==> src/rtl/bscan_pkg.sv <==
package bscan_pkg;

  // strobes delivered by the test access controller to every cell
  typedef struct packed {
    logic capture;
    logic shift;
    logic update;
  } bs_ctrl_t;

  localparam int unsigned RST_SYNC_STAGES = 2;

endpackage

==> src/rtl/bscan_rst_sync.sv <==
module bscan_rst_sync #(
  parameter int unsigned STAGES = 2
) (
  input  logic tck,
  input  logic trst_n,
  output logic rst_sync_n
);

  logic [STAGES-1:0] sync_q;
  logic [STAGES-1:0] sync_d;

  always_comb begin
    sync_d = {sync_q[STAGES-2:0], 1'b1};
  end

  always_ff @(posedge tck or negedge trst_n) begin
    if (!trst_n) begin
      sync_q <= '0;
    end else begin
      sync_q <= sync_d;
    end
  end

  assign rst_sync_n = sync_q[STAGES-1];

endmodule

==> src/rtl/bscan_cell.sv <==
module bscan_cell
  import bscan_pkg::*;
(
  input  logic     tck,
  input  logic     rst_n,
  input  bs_ctrl_t ctrl,
  input  logic     test_mode,
  input  logic     ser_in,
  input  logic     par_in,
  output logic     ser_out,
  output logic     hold_out,
  output logic     sys_out
);

  logic shift_q;
  logic shift_d;
  logic shift_ce;
  logic hold_q;

  // next-state for the shift stage: serial path wins over capture
  always_comb begin
    shift_ce = ctrl.shift | ctrl.capture;
    shift_d  = shift_q;
    if (ctrl.shift) begin
      shift_d = ser_in;
    end else if (ctrl.capture) begin
      shift_d = par_in;
    end
  end

  always_ff @(posedge tck or negedge rst_n) begin
    if (!rst_n) begin
      shift_q <= 1'b0;
    end else if (shift_ce) begin
      shift_q <= shift_d;
    end
  end

  // holding stage moves on the opposite edge, only under update
  always_ff @(negedge tck or negedge rst_n) begin
    if (!rst_n) begin
      hold_q <= 1'b0;
    end else if (ctrl.update) begin
      hold_q <= shift_q;
    end
  end

  assign ser_out  = shift_q;
  assign hold_out = hold_q;
  assign sys_out  = test_mode ? hold_q : par_in;

endmodule

==> src/rtl/bscan_group.sv <==
module bscan_group
  import bscan_pkg::*;
#(
  parameter int unsigned WIDTH = 4
) (
  input  logic             tck,
  input  logic             rst_n,
  input  bs_ctrl_t         ctrl,
  input  logic             test_mode,
  input  logic             ser_in,
  input  logic [WIDTH-1:0] par_in,
  output logic             ser_out,
  output logic [WIDTH-1:0] shift_vec,
  output logic [WIDTH-1:0] hold_vec,
  output logic [WIDTH-1:0] sys_out
);

  logic [WIDTH:0] link;

  assign link[0] = ser_in;

  for (genvar g = 0; g < WIDTH; g++) begin : g_cell
    bscan_cell u_cell (
      .tck       (tck),
      .rst_n     (rst_n),
      .ctrl      (ctrl),
      .test_mode (test_mode),
      .ser_in    (link[g]),
      .par_in    (par_in[g]),
      .ser_out   (link[g+1]),
      .hold_out  (hold_vec[g]),
      .sys_out   (sys_out[g])
    );
  end

  assign shift_vec = link[WIDTH:1];
  assign ser_out   = link[WIDTH];

endmodule

==> src/rtl/bscan_chain.sv <==
module bscan_chain
  import bscan_pkg::*;
#(
  parameter int unsigned N_IN  = 3,
  parameter int unsigned N_OUT = 4
) (
  input  logic             tck,
  input  logic             trst_n,
  input  logic             capture_en,
  input  logic             shift_en,
  input  logic             update_en,
  input  logic             out_test_mode,
  input  logic             in_test_mode,
  input  logic             scan_in,
  output logic             scan_out,
  input  logic [N_OUT-1:0] core_out,
  output logic [N_OUT-1:0] pad_out,
  input  logic [N_IN-1:0]  pad_in,
  output logic [N_IN-1:0]  core_in
);

  localparam int unsigned LEN = N_IN + N_OUT;

  bs_ctrl_t       ctrl;
  logic           rst_sync_n;
  logic           mid_link;
  logic [LEN-1:0] shift_q;
  logic [LEN-1:0] hold_q;

  assign ctrl = '{capture: capture_en, shift: shift_en, update: update_en};

  bscan_rst_sync #(
    .STAGES (RST_SYNC_STAGES)
  ) u_rst_sync (
    .tck        (tck),
    .trst_n     (trst_n),
    .rst_sync_n (rst_sync_n)
  );

  // input-pad cells occupy chain positions 0 .. N_IN-1
  bscan_group #(
    .WIDTH (N_IN)
  ) u_in_grp (
    .tck       (tck),
    .rst_n     (rst_sync_n),
    .ctrl      (ctrl),
    .test_mode (in_test_mode),
    .ser_in    (scan_in),
    .par_in    (pad_in),
    .ser_out   (mid_link),
    .shift_vec (shift_q[N_IN-1:0]),
    .hold_vec  (hold_q[N_IN-1:0]),
    .sys_out   (core_in)
  );

  // output-pad cells follow at positions N_IN .. LEN-1
  bscan_group #(
    .WIDTH (N_OUT)
  ) u_out_grp (
    .tck       (tck),
    .rst_n     (rst_sync_n),
    .ctrl      (ctrl),
    .test_mode (out_test_mode),
    .ser_in    (mid_link),
    .par_in    (core_out),
    .ser_out   (scan_out),
    .shift_vec (shift_q[LEN-1:N_IN]),
    .hold_vec  (hold_q[LEN-1:N_IN]),
    .sys_out   (pad_out)
  );

endmodule

==> config.mk <==
export PLATFORM = sky130hd
export DESIGN_NAME = bscan_chain
export DESIGN_NICKNAME = d
export VERILOG_FILES = /design/src/rtl/bscan_pkg.sv /design/src/rtl/bscan_rst_sync.sv /design/src/rtl/bscan_cell.sv /design/src/rtl/bscan_group.sv /design/src/rtl/bscan_chain.sv
export SDC_FILE = /design/constraint.sdc
export NUM_CORES = 1
export LEC_CHECK = 0
export BUFFER_PORTS_ARGS = -buffer_cell sky130_fd_sc_hd__buf_2
export CORE_MARGIN = 5
export CORE_UTILIZATION = 43
export CTS_CLUSTER_SIZE = 40
export DETAILED_ROUTE_END_ITERATION = 12
export GPL_ROUTABILITY_DRIVEN = 0
export GPL_TIMING_DRIVEN = 0
export PLACE_DENSITY = 0.68
export RECOVER_POWER = 25
export SLEW_MARGIN = 20
export SYNTH_ARGS = -nofsm -noshare
export SYNTH_HDL_FRONTEND = slang
export SYNTH_SLANG_ARGS = --single-unit
==> constraint.sdc <==
create_clock -name tck -period 1.15 [get_ports tck]
set_clock_uncertainty 0.1 [all_clocks]
set_input_delay 0.115 -clock tck [delete_from_list [all_inputs] [get_ports tck]]
set_output_delay 0.115 -clock tck [all_outputs]
set_load 0.01 [all_outputs]
* Yosys cells after proc, flatten, opt, wreduce, memory -nomap -nowiden
Cells that the tools add are included.
** Storage, ports and cells
- Input port bits :: 15
- Latch bits :: 0
- Word-level logic and storage cells :: 39
- Memory bits (writable) :: 0
- Bits in registers :: 16
- Output and inout port bits :: 8
- Memory bits (read-only) :: 0
- Memories :: 0
** Cells by class
- Multiplexer cells :: 21
- Reductions and logical operators :: 2
- Div/mod/pow operators :: 0
- $add $sub $neg :: 0
- $lt $le $gt $ge :: 0
- Eq/ne operators :: 0
- Bitwise operators :: 1
- Multiply operators :: 0
- Shift-type cells :: 0
** Operator list (number)
- 2-to-1 mux 1 bit :: 21
- AND reduction 2 bit :: 1
- nonzero test 2 bit :: 1
- bitwise OR 1 bit :: 1

* Longest topological paths before layout
- Word-level depth :: 2
- Gate-level depth with buffers :: 3

* Cells and area by module
From an unflattened synthesis, not the netlist that was laid out.
** Unflattened totals
- Cell total of the unflattened synthesis :: 54
- Area total of the unflattened synthesis :: 734.5 sq um
** By module, submodules not included
- bscan_cell :: times used 7, sequential area each 50.0 sq um, area an instance 95.1 sq um, cells each 7
- bscan_rst_sync :: times used 1, sequential area each 50.0 sq um, area an instance 53.8 sq um, cells each 3
- bscan_group :: times used 2, sequential area each 0.0 sq um, area an instance 7.5 sq um, cells each 1

==> flow_metrics.tcl <==
set metrics [dict create \
    final.setup.worst_slack_ns -0.665 \
    wirelength_um 1470 \
    status "finished with violations" \
    critPathBufInv 1 \
    postRouteAntennaNets 0 \
    grt_pass1_vias 549 \
    synth.avg_cell_area_um2 12.9 \
    yosys-top-cells-area "dfrtp_1 (28%), dfrtn_1 (22%), mux2_4 (13%), mux2_2 (9.8%), mux2i_1 (8.7%)" \
    synth_ff_type "dfrtp_1" \
    syn_to_final_growth_pct 39.2 \
    firstDrtPassIters 4 \
    max_slew.worst_pin.slew_ns 0.560 \
    regToRegSetupSlack_ns -0.34 \
    numCtsBuffers 3 \
    path_cells "mux2_4 > buf_6" \
    setup_violations 21 \
    crit_arrival_ns 1.60 \
    initial_core_util 0.459 \
    grt-ovfl-total 0 \
    drtIter0Drc 10 \
    critPathTopFamily "flip-flops" \
    synth_most_common_cell "dfrtp_1" \
    yosys_register_bits 16 \
    holdWs_ns 0.0148 \
    synth-edff-count 0 \
    grt.total_usage 0.118 \
    powerDensity_nw_per_um2 1330 \
    critPathLaunchType "register" \
    vias 534 \
    drive_above_1_share 0.553 \
    via_per_inst 4.49 \
    failed_checks "setup timing" \
    p_leak_nw 0.582 \
    grt_max_degree 15 \
    cts_tree "done" \
    drcViolationCount 0 \
    required_ns 0.94 \
    async_reset_ff_frac 1.00 \
    cts_buffer_depth 2 \
    final_net_count 110 \
    maxCapViolations 0 \
    synth_top_area_frac 0.281 \
    antenna_cells 0 \
    antenna_found_initial 0 \
    maxSlewViolCount 0 \
    syn-num-nets 77 \
    timing.slew.headroom 0.627 \
    cpPeakStageDelay_ns 0.35 \
    clk_latency_ns 0.28 \
    chipHeight_um 53.2 \
    die_area_um2 2830 \
    numPortBuffers 20 \
    io_pins 23 \
    hold_viol_final 0 \
    switching_share 0.241 \
    placed_area_um2 986 \
    combPwrFrac 0.289 \
    crit_slowest_cell "dfrtn_1" \
    yosysWarningCount 0 \
    fin_util 0.639 \
    netlist_area_um2 802 \
    placementRows 15 \
    wl_per_cell_um 12.3 \
    netlist_instances 62 \
    fp.dieW_um 53.2 \
    clock_power_share 0.247 \
    hp-class "in2reg" \
    power_mw 1.48 \
    p_sw_mw 0.357 \
    ir_drop_mv 1.11 \
    n_fill_cell 151 \
    htree_levels 1 \
    cp_max_fo 2 \
    clock-sinks 16 \
    core_area_um2 1750 \
    synth.distinct_cells 10 \
    end_kind "primary output" \
    seqPwrFrac 0.464 \
    synth_top_cell_by_area "dfrtp_1" \
    synth_commonest_cells "dfrtp_1 (9), buf_4 (8)" \
    worstSetupPathType "reg2out" \
    ys_seq_area_frac 0.499 \
    internal_power_mw 1.12 \
    clk_pin_slew_ns 0.10 \
    final_area_um2 1120 \
    cts-root-buf "clkbuf_4" \
    grt_pass1_wl_um 2380 \
    rsz0062_at_grt "true" \
]
-- worst paths after layout --
path                                                     startpoint                             endpoint  cells past startpoint
worst max-delay path            u_out_grp.g_cell[0].u_cell.hold_out                           pad_out[0]                      2
worst min-delay path                                    core_out[3]   u_out_grp.g_cell[3].u_cell.ser_out                      3
worst max register to register   u_out_grp.g_cell[1].u_cell.ser_out  u_out_grp.g_cell[1].u_cell.hold_out                      1
worst min register to register                 u_rst_sync.sync_q[1]   u_out_grp.g_cell[2].u_cell.ser_out                      0
max in group asynchronous                      u_rst_sync.sync_q[1]   u_in_grp.g_cell[0].u_cell.hold_out                      0
min in group asynchronous                                    trst_n                 u_rst_sync.sync_q[1]                      2
-- power by group through the flow --
stage | combinational (mW) | clock, mW | sequential (mW)
finish | 0.427 | 0.366 | 0.688
global route | 0.460 | 0.407 | 0.701
CTS | 0.409 | 0.378 | 0.687
detailed placement | 0.356 | 0 | 0.704
global placement | 0.349 | 0 | 0.704
floorplan | 0.269 | 0 | 0.693
-- routing by layer --
layer,global-route usage,vias to the layer above,wire length [µm]
li1,-,270,-
met1,0.142,248,621
met2,0.200,14,734
met3,0.0507,2,102
met4,0.0128,0,10
met5,0,-,0
-- cells in the final DEF, fill, tap and decap left out --
master         Yosys  routed
buf_2              0      11
buf_4              8      12
buf_6              2      11
clkbuf_1           0       1
clkbuf_4           0       3
clkbuf_8           0       1
conb_1             1       1
dfrtn_1            7       7
dfrtp_1            9       9
dlygate4sd3_1      0       3
mux2_4             7      14
mux2i_1            7       7
nand2_1            7       7
o21ai_1            7       7
-- metrics by stage --
step	TNS (ns)	setup slack (ns)	instances
4_1_cts	-6.86	-0.673	116
5_1_grt	-8.30	-0.711	119
3_3_place_gp	-6.03	-0.462	107
6_report	-7.07	-0.665	119
2_1_floorplan	-4.43	-0.345	62
3_5_place_dp	-6.04	-0.473	107
-- layout make-up --
type | count | area [µm²] | area share
Buffer | 3 | 30.0 | 0.0269
Clock buffer | 4 | 36.3 | 0.0325
Multi-Input combinational cell | 36 | 345 | 0.309
Sequential cell | 16 | 400 | 0.359
Tap cell | 25 | 31.3 | 0.0280
Timing Repair Buffer | 35 | 273 | 0.244
-- sequential cells by signal (all words and copies together) (netlist names) --
register,cells
u_out_grp.g_cell.u_cell.hold_out,4
u_rst_sync.sync_q,2
u_in_grp.g_cell.u_cell.hold_out,3
u_out_grp.g_cell.u_cell.ser_out,4
u_in_grp.g_cell.u_cell.ser_out,3
-- cell families (layout without fill, tap and decap cells) --
logic type             count (synthesis)  in the layout  share of synthesized area
multiplexers                          21             21                      0.317
flip-flops                            16             16                      0.499
buffers and inverters                 10             42                      0.103
AO/OA/AOI/OAI                          7              7                     0.0437
AND/OR/NAND/NOR                        7              7                     0.0328
other                                  1              1                    0.00468
-- repair_timing --
| item | 4_1_cts | 5_1_grt |
|---|---|---|
| endpoints found under the setup margin | 21 | 15 |
| pin swaps | 0 | 0 |
| gates resized for setup | 9 | 1 |
| endpoints found under the hold margin | 6 | 0 |
| buffers inserted | 9 | 3 |
| hold buffers | 3 | 0 |
(Power assumes the default switching activity.)
